`config.mk`:
```
export PLATFORM = sky130hd
export DESIGN_NAME = burst_addr_seq
export DESIGN_NICKNAME = d
export VERILOG_FILES = /design/src/rtl/burst_seq_pkg.sv /design/src/rtl/burst_start_reg.sv /design/src/rtl/burst_beat_ctr.sv /design/src/rtl/burst_order_map.sv /design/src/rtl/burst_addr_seq.sv
export SDC_FILE = /design/constraint.sdc
export NUM_CORES = 1
export LEC_CHECK = 0
export ABC_CLOCK_PERIOD_IN_PS = 2900
export CORE_AREA = 2 2 39 41
export CTS_CLUSTER_SIZE = 28
export DETAILED_ROUTE_END_ITERATION = 8
export DIE_AREA = 0 0 41 43
export GPL_TIMING_DRIVEN = 1
export PLACE_DENSITY_LB_ADDON = 0.05
export REMOVE_ABC_BUFFERS = 1
export SETUP_SLACK_MARGIN = 0.05
export SYNTH_ARGS = -nofsm -noshare
export SYNTH_HDL_FRONTEND = slang
export SYNTH_SLANG_ARGS = --single-unit
```
`constraint.sdc`:
```
create_clock -name clk -period 2.9 [get_ports clk]
set_clock_uncertainty 0.2 [all_clocks]
set_input_delay 0.58 -clock clk [delete_from_list [all_inputs] [get_ports clk]]
set_output_delay 0.58 -clock clk [all_outputs]
set_load 0.1 [all_outputs]
```
`src/rtl/burst_seq_pkg.sv`:
```
package burst_seq_pkg;

    // Burst ordering selected by the strap input
    typedef enum logic {
        ORD_LINEAR      = 1'b0,
        ORD_INTERLEAVED = 1'b1
    } order_e;

endpackage

```
`src/rtl/burst_start_reg.sv`:
```
module burst_start_reg #(
    parameter int W = 2
) (
    input  logic         clk,
    input  logic         rst,
    input  logic         load_i,
    input  logic [W-1:0] start_i,
    output logic [W-1:0] start_o
);

    typedef struct packed {
        logic [W-1:0] start;
    } st_t;

    st_t st_d, st_q;

    always_comb begin
        st_d = st_q;
        if (load_i) begin
            st_d.start = start_i;
        end
    end

    always_ff @(posedge clk) begin
        if (rst) begin
            st_q <= '0;
        end else begin
            st_q <= st_d;
        end
    end

    assign start_o = st_q.start;

endmodule

```
`src/rtl/burst_beat_ctr.sv`:
```
module burst_beat_ctr #(
    parameter int W = 2
) (
    input  logic         clk,
    input  logic         rst,
    input  logic         load_i,
    input  logic         adv_n_i,
    output logic [W-1:0] beat_o
);

    localparam logic [W-1:0] ONE = W'(1);

    typedef struct packed {
        logic         active;
        logic [W-1:0] beat;
    } st_t;

    st_t st_d, st_q;

    always_comb begin
        st_d = st_q;
        if (load_i) begin
            // A new burst always restarts at beat zero, even if advance is low
            st_d.active = 1'b1;
            st_d.beat   = '0;
        end else if (st_q.active && !adv_n_i) begin
            // Natural wrap of the W-bit counter keeps the group aligned
            st_d.beat = st_q.beat + ONE;
        end
    end

    always_ff @(posedge clk) begin
        if (rst) begin
            st_q <= '0;
        end else begin
            st_q <= st_d;
        end
    end

    assign beat_o = st_q.beat;

endmodule

```
`src/rtl/burst_order_map.sv`:
```
module burst_order_map
    import burst_seq_pkg::*;
#(
    parameter int W = 2
) (
    input  logic [W-1:0] start_i,
    input  logic [W-1:0] beat_i,
    input  order_e       order_i,
    output logic [W-1:0] addr_o
);

    always_comb begin
        unique case (order_i)
            ORD_INTERLEAVED: addr_o = start_i ^ beat_i;
            default:         addr_o = start_i + beat_i;
        endcase
    end

endmodule

```
`src/rtl/burst_addr_seq.sv`:
```
module burst_addr_seq
    import burst_seq_pkg::*;
#(
    parameter int BURST_BITS = 2
) (
    input  logic                  clk,
    input  logic                  rst,
    input  logic                  load_i,
    input  logic [BURST_BITS-1:0] start_i,
    input  logic                  adv_n_i,
    input  logic                  mode_i,
    output logic [BURST_BITS-1:0] addr_o,
    output logic [BURST_BITS-1:0] beat_o
);

    localparam int W = BURST_BITS;

    logic [W-1:0] start_q;
    logic [W-1:0] beat_q;
    order_e       order;

    assign order = order_e'(mode_i);

    burst_start_reg #(.W(W)) u_start (
        .clk     (clk),
        .rst     (rst),
        .load_i  (load_i),
        .start_i (start_i),
        .start_o (start_q)
    );

    burst_beat_ctr #(.W(W)) u_ctr (
        .clk     (clk),
        .rst     (rst),
        .load_i  (load_i),
        .adv_n_i (adv_n_i),
        .beat_o  (beat_q)
    );

    burst_order_map #(.W(W)) u_map (
        .start_i (start_q),
        .beat_i  (beat_q),
        .order_i (order),
        .addr_o  (addr_o)
    );

    assign beat_o = beat_q;

endmodule

```
# Yosys cells after proc, flatten, opt, wreduce, memory -nomap -nowiden
# Cells that the tools add are included.
[word_totals] output_inout_bits=4 ff_bits=5 input_bits=7 word_cells=10
[classes] add_sub_neg=2 n_bitwise=1 reduce_logical=3 mux=1
[ops] cell="$add 2x1->2 const B" count=1
[ops] cell="$add 2x2->2" count=1
[ops] cell="$mux 2" count=1
[ops] cell="$reduce_or 2->1" count=1
[ops] cell="$xor 2x2->2" count=1
[ops] cell="$logic_and 1x1->1" count=1
[ops] cell="$logic_not 1->1" count=1

# Longest topological paths before layout
# Gate-level depths: netlist (run 1).
[logic_depth] depth_word=2 ltp_mapped=3

# By module
# Synthesis (run 1) repeated with hierarchy kept, for this count alone.
[unflattened] cells_unflattened=23 area_unflattened_um2=239.0
[by_module_without_submodules] mod="burst_beat_ctr" area_each_um2=135.1 n_inst=1 cells_each=13
[by_module_without_submodules] mod="burst_start_reg" area_each_um2=67.6 n_inst=1 cells_each=6
[by_module_without_submodules] mod="burst_order_map" area_each_um2=36.3 n_inst=1 cells_each=4

# Least setup slack after synthesis (run 1)
# Ideal clock, no wire load.
[synth_path] path_type="reg-to-output" from="register u_ctr.st_q (netlist bit u_ctr.beat_o[0])" to="output addr_o[1]" path_slack_ps=-73 path_buffers=0 t_required_ps=2120 stages_incl_launch_ff=4 arrival_time_ps=2193 path_cell_list="dfxtp_1 ha_1 nor2b_1 xnor2_1"
[synth_via] elab_chain_cells=2
[synth_rtl] item="start, declared" line_no="burst_beat_ctr.sv:18" source="st_t st_d, st_q;"
[synth_rtl] item="start signal, assigned" line_no="burst_beat_ctr.sv:36" source="st_q <= st_d;"
[synth_rtl] item="$add 2x2->2" line_no="burst_order_map.sv:15" source="default: addr_o = start_i + beat_i;"
[synth_rtl] item="$mux 2" line_no="burst_order_map.sv:13" source="unique case (order_i)"
[synth_rtl] item="end, declared" line_no="burst_addr_seq.sv:12" source="output logic [BURST_BITS-1:0] addr_o,"
# No other way between the ends.

# Final worst setup path (run 1)
[layout_path] from="input mode_i" to="output addr_o[1]"
[layout_via] elab_chain_cells=1
[layout_rtl] item="start, declared" line_no="burst_addr_seq.sv:11" source="input logic mode_i,"
[layout_rtl] item="$mux 2" line_no="burst_order_map.sv:13"
# No other way between the ends.

==> impl_metrics.xml, run 1 <==
<?xml version="1.0" encoding="UTF-8"?>
<metrics>
  <group name="outcome">
    <metric name="run_status" unit="">finished clean</metric>
  </group>
  <group name="logic_synthesis">
    <metric name="netlist_area" unit="um2">239</metric>
    <metric name="synth-main-ff-cell" unit="">dfxtp_1</metric>
    <metric name="synth_seq_area_share" unit="%">41.9</metric>
    <metric name="synth.largest_area_cell" unit="">dfxtp_1</metric>
    <metric name="synth_warnings" unit="">0</metric>
    <metric name="synth-seq-cells" unit="">5</metric>
    <metric name="synth.top_cells.by_area" unit="">dfxtp_1, xnor2_1, mux2i_1, nor3_2, buf_4</metric>
    <metric name="synthesis.instances" unit="">23</metric>
    <metric name="synth_top_area_share" unit="%">41.9</metric>
    <metric name="netlist-cell-type-count" unit="">11</metric>
    <metric name="synth_area_per_cell" unit="um2">10.4</metric>
    <metric name="synth_most_common_cell" unit="">dfxtp_1</metric>
    <metric name="synth_edf_count" unit="">0</metric>
    <metric name="ys_async_sr_fraction" unit="%">0</metric>
    <metric name="synth.cells.most_frequent" unit="">dfxtp_1, nor2_1, xnor2_1</metric>
  </group>
  <group name="placement">
    <metric name="numPortBuffers" unit="">10</metric>
    <metric name="gpl.final_weighted_congestion" unit="">0.629</metric>
    <metric name="dp.final_hpwl" unit="um">340</metric>
    <metric name="placedCellCount" unit="">47</metric>
    <metric name="pre_cts_slack" unit="ps">592</metric>
  </group>
  <group name="sta">
    <metric name="final_cycle_share" unit="%">79.6</metric>
    <metric name="worst_pin_slew" unit="ps">261</metric>
    <metric name="timing.max_slew.rel_slack" unit="%">82.5</metric>
    <metric name="rsz0062_at_grt" unit="">no</metric>
    <metric name="highest_achievable_clock_rate" unit="MHz">433</metric>
    <metric name="timing.final.crit_period" unit="ps">2310</metric>
    <metric name="setup_viol" unit="">0</metric>
    <metric name="final-hold-violation-count" unit="">0</metric>
    <metric name="finalMaxSlewViolations" unit="">0</metric>
    <metric name="hold-worst-slack" unit="ps">311</metric>
    <metric name="finalWorstSetupSlack" unit="ps">590</metric>
  </group>
  <group name="worst_setup_path">
    <metric name="end_kind" unit="">primary output</metric>
    <metric name="timing.critical_path.from_type" unit="">input pin</metric>
    <metric name="critPathRequiredTime" unit="ps">2120</metric>
    <metric name="worst_path_cell_with_the_longest_stage_delay" unit="">clkdlybuf4s50_1</metric>
    <metric name="critPathMaxFanout" unit="">1</metric>
    <metric name="critical_path_arrival" unit="ps">1530</metric>
    <metric name="critical_path_s_largest_stage_delay" unit="ps">450</metric>
    <metric name="timing.setup.critical_path_class" unit="">input pin to primary output</metric>
    <metric name="path_cells" unit="">clkdlybuf4s50_1 &gt; nor2b_1 &gt; xnor2_1 &gt; buf_12</metric>
  </group>
  <group name="flow_run">
    <metric name="max_cap_viol_count" unit="">0</metric>
  </group>
  <group name="drt">
    <metric name="detail_route.drc_violations" unit="">0</metric>
    <metric name="detail_route.wl_per_cell" unit="um">8.27</metric>
    <metric name="drt_iter0_drc" unit="">0</metric>
    <metric name="drt-vias-per-instance" unit="">3.63</metric>
    <metric name="vias" unit="">185</metric>
    <metric name="drt_pass_1_iters" unit="">1</metric>
    <metric name="detail_route.wirelength" unit="um">422</metric>
    <metric name="detail-route-antenna-nets" unit="">0</metric>
  </group>
  <group name="clocking">
    <metric name="postCtsSetupRepairBufs" unit="">0</metric>
    <metric name="ctsHtreeMaxLevel" unit="">1</metric>
    <metric name="cts-buffers-inserted" unit="">3</metric>
    <metric name="cts_root_buf" unit="">clkbuf_4</metric>
    <metric name="clock-sinks" unit="">5</metric>
    <metric name="cts_tree" unit="">done</metric>
    <metric name="hold_buffers" unit="">0</metric>
    <metric name="clk_pin_slew_worst_paths" unit="ps">40</metric>
    <metric name="clock_path_buffers" unit="">2</metric>
    <metric name="post_cts_resize_count" unit="">0</metric>
    <metric name="clock_insertion_delay_worst_skew" unit="ps">230</metric>
  </group>
  <group name="power_and_ir_drop">
    <metric name="pwr-share-comb" unit="%">22.6</metric>
    <metric name="leakage" unit="nW">0.154</metric>
    <metric name="power.switching" unit="mW">0.0562</metric>
    <metric name="share_seq_of_total_power" unit="%">37.7</metric>
    <metric name="power-per-cell-area" unit="mW/mm2">531</metric>
    <metric name="vdd_drop_max" unit="mV">0.202</metric>
    <metric name="p_clk_share" unit="%">39.7</metric>
    <metric name="internal_power" unit="mW">0.142</metric>
    <metric name="power_switching_share" unit="%">28.4</metric>
    <metric name="p_total" unit="mW">0.198</metric>
  </group>
  <group name="finish">
    <metric name="fin_util" unit="%">26.9</metric>
    <metric name="layout.nets" unit="">44</metric>
    <metric name="area_delta_synth_final" unit="%">56.0</metric>
    <metric name="final_layout_size_suffix_gt1_share" unit="%">25.7</metric>
    <metric name="diodes" unit="">0</metric>
    <metric name="post_layout_nonfiller_instances" unit="">51</metric>
  </group>
  <group name="floorplanning">
    <metric name="top_level_i_o_count" unit="">11</metric>
    <metric name="core.rowCount" unit="">14</metric>
    <metric name="floorplan.die.width" unit="um">41</metric>
    <metric name="die_area" unit="mm2">0.00176</metric>
    <metric name="floorplan.initialDensity" unit="%">17.3</metric>
    <metric name="die_h" unit="um">43</metric>
    <metric name="floorplan.core_area" unit="mm2">0.00138</metric>
  </group>
  <group name="grt">
    <metric name="global_route.usage.total" unit="%">5.43</metric>
    <metric name="wire_length_of_the_first_global_routing_pass" unit="um">607</metric>
    <metric name="first_global_vias" unit="">155</metric>
    <metric name="globalRouteOverflowTotal" unit="">0</metric>
    <metric name="antenna_violations_before_repair" unit="">0</metric>
    <metric name="grt_start_max_net_pins" unit="">6</metric>
  </group>
  <group name="worst_hold_path">
    <metric name="hp-class" unit="">flip-flop to flip-flop</metric>
  </group>
</metrics>
==> per-stage QoR <==
stage          setup TNS (ps)  area (um2)
2_1_floorplan            -662         224
3_3_place_gp                0         347
3_5_place_dp                0         347
4_1_cts                     0         373
5_1_grt                     0         373
6_report                    0         373
==> power by group through the flow <==
stage	Clock, mW	Combinational, mW	Sequential [mW]
after floorplan	0	0.0246	0.0786
after global placement	0	0.0450	0.0757
after detailed placement	0	0.0452	0.0758
after CTS	0.0825	0.0453	0.0745
after global routing	0.0850	0.0469	0.0747
final	0.0786	0.0448	0.0745
==> layout by cell type, fill, tap and decap left out <==
master,count
nor2_1,4
clkbuf_1,1
nor2b_1,1
mux2i_1,2
clkbuf_4,3
and2b_1,1
dfxtp_1,5
buf_12,1
nand3b_1,1
xor2_1,1
ha_1,1
buf_4,3
clkdlybuf4s50_1,6
xnor2_1,3
nor3_2,2
==> worst max-delay path: cells and delay by family <==
| kind | cells | cell delay (ps) |
|---|---|---|
| xor+xnor | 1 | 230 |
| buf+inv | 2 | 660 |
| simple gates | 1 | 50 |
==> sequential cells by signal, summed over array words and instances, names as in the netlist <==
register / flops
u_ctr.beat_o: 2
u_start.start_o: 2
u_ctr.st_q: 1
==> metal layers <==
metal  global-route usage, %  part of all wire (%)  vias to the layer above
li1                        -                     -                       97
met1                    7.12                    46                       81
met2                    6.25                    45                        7
met3                    1.57                   8.8                        0
met4                    6.00                     0                        0
met5                       0                     0                        -
==> kinds of logic after synthesis <==
kind of cell | count (synthesis) | synth area share (%)
simple gates | 9 | 23.6
flops | 5 | 41.9
xor+xnor | 4 | 14.7
buf+inv | 2 | 6.28
mux | 2 | 8.38
fa+ha+maj | 1 | 5.23
==> area by class of cell <==
type	count	area [um2]
Fill cell	156	1010
Multi-Input combinational cell	16	124
Timing Repair Buffer	10	103
Sequential cell	5	100
Clock buffer	4	26.3
Tap cell	16	20.0
==> final timing paths <==
check | slack [ps] | from | endpoint | depth (start not counted)
setup reg to reg | 1860 | u_ctr.beat_o[0] | u_ctr.beat_o[1] | 3
hold reg to reg | 310 | u_ctr.st_q[2] | u_ctr.st_q[2] | 2
setup / recovery | 590 | mode_i | addr_o[1] | 4
hold / removal | 310 | u_ctr.st_q[2] | u_ctr.st_q[2] | 2
Note: power is estimated with default switching activity, not from simulation.
==> run 2, diff against run 1 <==
Settings changed: ABC_CLOCK_PERIOD_IN_PS 2900 to 2150.
Clock period 2.9 ns to 2.15 ns, I/O delays scaled along.
==> run 2 against run 1 <==
Die area did not move. Worst hold slack got worse by 3.4 ps. Sequential power rose by 36%. Flip-flop and latch count did not move. Wire length rose by 8.1%. First-iteration DRC count did not move. Worst setup slack got worse by 470 ps. Clock-buffer cell count did not move. Sequential share of layout area fell by 2.2 points. Largest cell class is now buffers.
==> impl_metrics.xml, run 2 (same netlist as run 1, synthesis figures left out) <==
<?xml version="1.0" encoding="UTF-8"?>
<metrics>
  <group name="worst_setup_path">
    <metric name="critPathMaxFanout" unit="">1</metric>
    <metric name="timing.critical_path.from_type" unit="">input pin</metric>
    <metric name="critical_path_arrival" unit="ps">1400</metric>
    <metric name="r2r.worst_path.cells" unit="">3</metric>
    <metric name="timing.setup.critical_path_class" unit="">input pin to primary output</metric>
    <metric name="end_kind" unit="">primary output</metric>
    <metric name="critPathRequiredTime" unit="ps">1520</metric>
  </group>
  <group name="drt">
    <metric name="drt-vias-per-instance" unit="">3.59</metric>
    <metric name="detail-route-antenna-nets" unit="">0</metric>
    <metric name="detail_route.drc_violations" unit="">0</metric>
    <metric name="detail_route.wirelength" unit="um">456</metric>
    <metric name="drt_iter0_drc" unit="">0</metric>
    <metric name="detail_route.wl_per_cell" unit="um">8.94</metric>
    <metric name="drt_pass_1_iters" unit="">1</metric>
    <metric name="vias" unit="">183</metric>
  </group>
  <group name="sta">
    <metric name="final-hold-violation-count" unit="">0</metric>
    <metric name="finalMaxSlewViolations" unit="">0</metric>
    <metric name="timing.max_slew.rel_slack" unit="%">82.1</metric>
    <metric name="highest_achievable_clock_rate" unit="MHz">494</metric>
    <metric name="hold-worst-slack" unit="ps">308</metric>
    <metric name="rsz0062_at_grt" unit="">no</metric>
    <metric name="final_cycle_share" unit="%">94.2</metric>
    <metric name="setup_viol" unit="">0</metric>
    <metric name="timing.final.crit_period" unit="ps">2030</metric>
    <metric name="worst_pin_slew" unit="ps">266</metric>
  </group>
  <group name="finish">
    <metric name="fill_cells" unit="">152</metric>
    <metric name="layout.nets" unit="">44</metric>
    <metric name="register_area" unit="um2">101</metric>
    <metric name="final_layout_size_suffix_gt1_share" unit="%">28.6</metric>
    <metric name="layout_commonest_cell" unit="">clkdlybuf4s50_1</metric>
    <metric name="commonest_cells_after_routing_fill_and_taps_aside" unit="">clkdlybuf4s50_1, nor2_1, buf_12, dfxtp_1</metric>
    <metric name="diodes" unit="">0</metric>
    <metric name="area_delta_synth_final" unit="%">72.3</metric>
    <metric name="multi_input_comb_area" unit="um2">124</metric>
  </group>
  <group name="placement">
    <metric name="dp.final_hpwl" unit="um">369</metric>
    <metric name="gpl.final_weighted_congestion" unit="">0.584</metric>
    <metric name="numPortBuffers" unit="">10</metric>
  </group>
  <group name="clocking">
    <metric name="clock_path_buffers" unit="">2</metric>
    <metric name="clock_insertion_delay_worst_skew" unit="ps">240</metric>
    <metric name="postCtsSetupRepairBufs" unit="">0</metric>
    <metric name="hold_buffers" unit="">0</metric>
    <metric name="cts-buffers-inserted" unit="">3</metric>
    <metric name="cts_tree" unit="">done</metric>
    <metric name="clock-sinks" unit="">5</metric>
    <metric name="cts_root_buf" unit="">clkbuf_4</metric>
    <metric name="ctsHtreeMaxLevel" unit="">1</metric>
    <metric name="clk_pin_slew_worst_paths" unit="ps">40</metric>
  </group>
  <group name="floorplanning">
    <metric name="die_h" unit="um">43</metric>
    <metric name="die_area" unit="mm2">0.00176</metric>
    <metric name="top_level_i_o_count" unit="">11</metric>
    <metric name="floorplan.die.width" unit="um">41</metric>
    <metric name="floorplan.core_area" unit="mm2">0.00138</metric>
    <metric name="core.rowCount" unit="">14</metric>
    <metric name="floorplan.initialDensity" unit="%">17.3</metric>
  </group>
  <group name="flow_run">
    <metric name="max_cap_viol_count" unit="">0</metric>
  </group>
  <group name="grt">
    <metric name="first_global_vias" unit="">169</metric>
    <metric name="antenna_violations_before_repair" unit="">0</metric>
    <metric name="global_route.usage.total" unit="%">6.94</metric>
    <metric name="grt_start_max_net_pins" unit="">6</metric>
    <metric name="globalRouteOverflowTotal" unit="">0</metric>
    <metric name="wire_length_of_the_first_global_routing_pass" unit="um">724</metric>
  </group>
  <group name="worst_hold_path">
    <metric name="hp-class" unit="">flip-flop to flip-flop</metric>
    <metric name="holdPathStages" unit="">2</metric>
  </group>
  <group name="power_and_ir_drop">
    <metric name="leakage" unit="nW">0.164</metric>
    <metric name="vdd_drop_max" unit="mV">0.255</metric>
    <metric name="power-per-cell-area" unit="mW/mm2">669</metric>
    <metric name="p_total" unit="mW">0.275</metric>
  </group>
  <group name="outcome">
    <metric name="run_status" unit="">finished clean</metric>
  </group>
</metrics>
run 2: cell types whose count changed in the layout (fill, tap and decap cells not counted):
cell	delta
dfxtp_1	-1
buf_4	-3
dfxtp_2	+1
buf_12	+3
run 2: where the power goes:
group	leakage (nW)	total [mW]	switching [mW]	internal, mW
Clock	0.0150	0.107	0.0366	0.0700
Sequential	0.0416	0.101	0.00372	0.0975
Combinational	0.107	0.0675	0.0375	0.0300
run 2: final cells by class:
class / count / area share, %
Timing Repair Buffer: 10 / 34.0
Clock buffer: 4 / 6.38
Sequential cell: 5 / 24.6
Tap cell: 16 / 4.86
Multi-Input combinational cell: 16 / 30.1
run 2: critical path, cell delays in order:
cell,delay (ps)
clkdlybuf4s50_1,460
nor2b_1,50
xnor2_1,240
buf_12,210
run 2: worst paths after layout:
check	slack, ps	from	to
worst max-delay path	120	mode_i	addr_o[1]
worst min-delay path	310	u_ctr.st_q[2]	u_ctr.st_q[2]
worst max register to register	1120	u_ctr.st_q[2]	u_ctr.beat_o[0]
worst min register to register	310	u_ctr.st_q[2]	u_ctr.st_q[2]
run 2: metrics by stage:
| stage | utilization, % | instance area [um2] | TNS [ps] | setup slack (ps) | cells |
|---|---|---|---|---|---|
| 6_report | 29.7 | 412 | 0 | 125 | 51 |
| 5_1_grt | 29.7 | 412 | 0 | 65.4 | 51 |
| 2_1_floorplan | - | 224 | -1570 | -1260 | 21 |
| 3_5_place_dp | 27.8 | 384 | 0 | 120 | 47 |
| 4_1_cts | 29.7 | 410 | 0 | 87.1 | 51 |
| 3_3_place_gp | 27.8 | 384 | 0 | 135 | 47 |
run 2: what timing repair did:
| action | CTS | global route |
|---|---|---|
| resized for setup | 0 | 1 |
| hold endpoints to repair | 0 | 0 |
| setup endpoints to repair | 0 | 1 |
run 2: metal layers:
metal  vias up  track usage [%]  share of wire (%)
met5         -                0                  0
met4         0             8.00                  0
met3         0             3.14                7.2
met2         7             9.06                 51
met1        79             7.12                 41
li1         97                -                  -
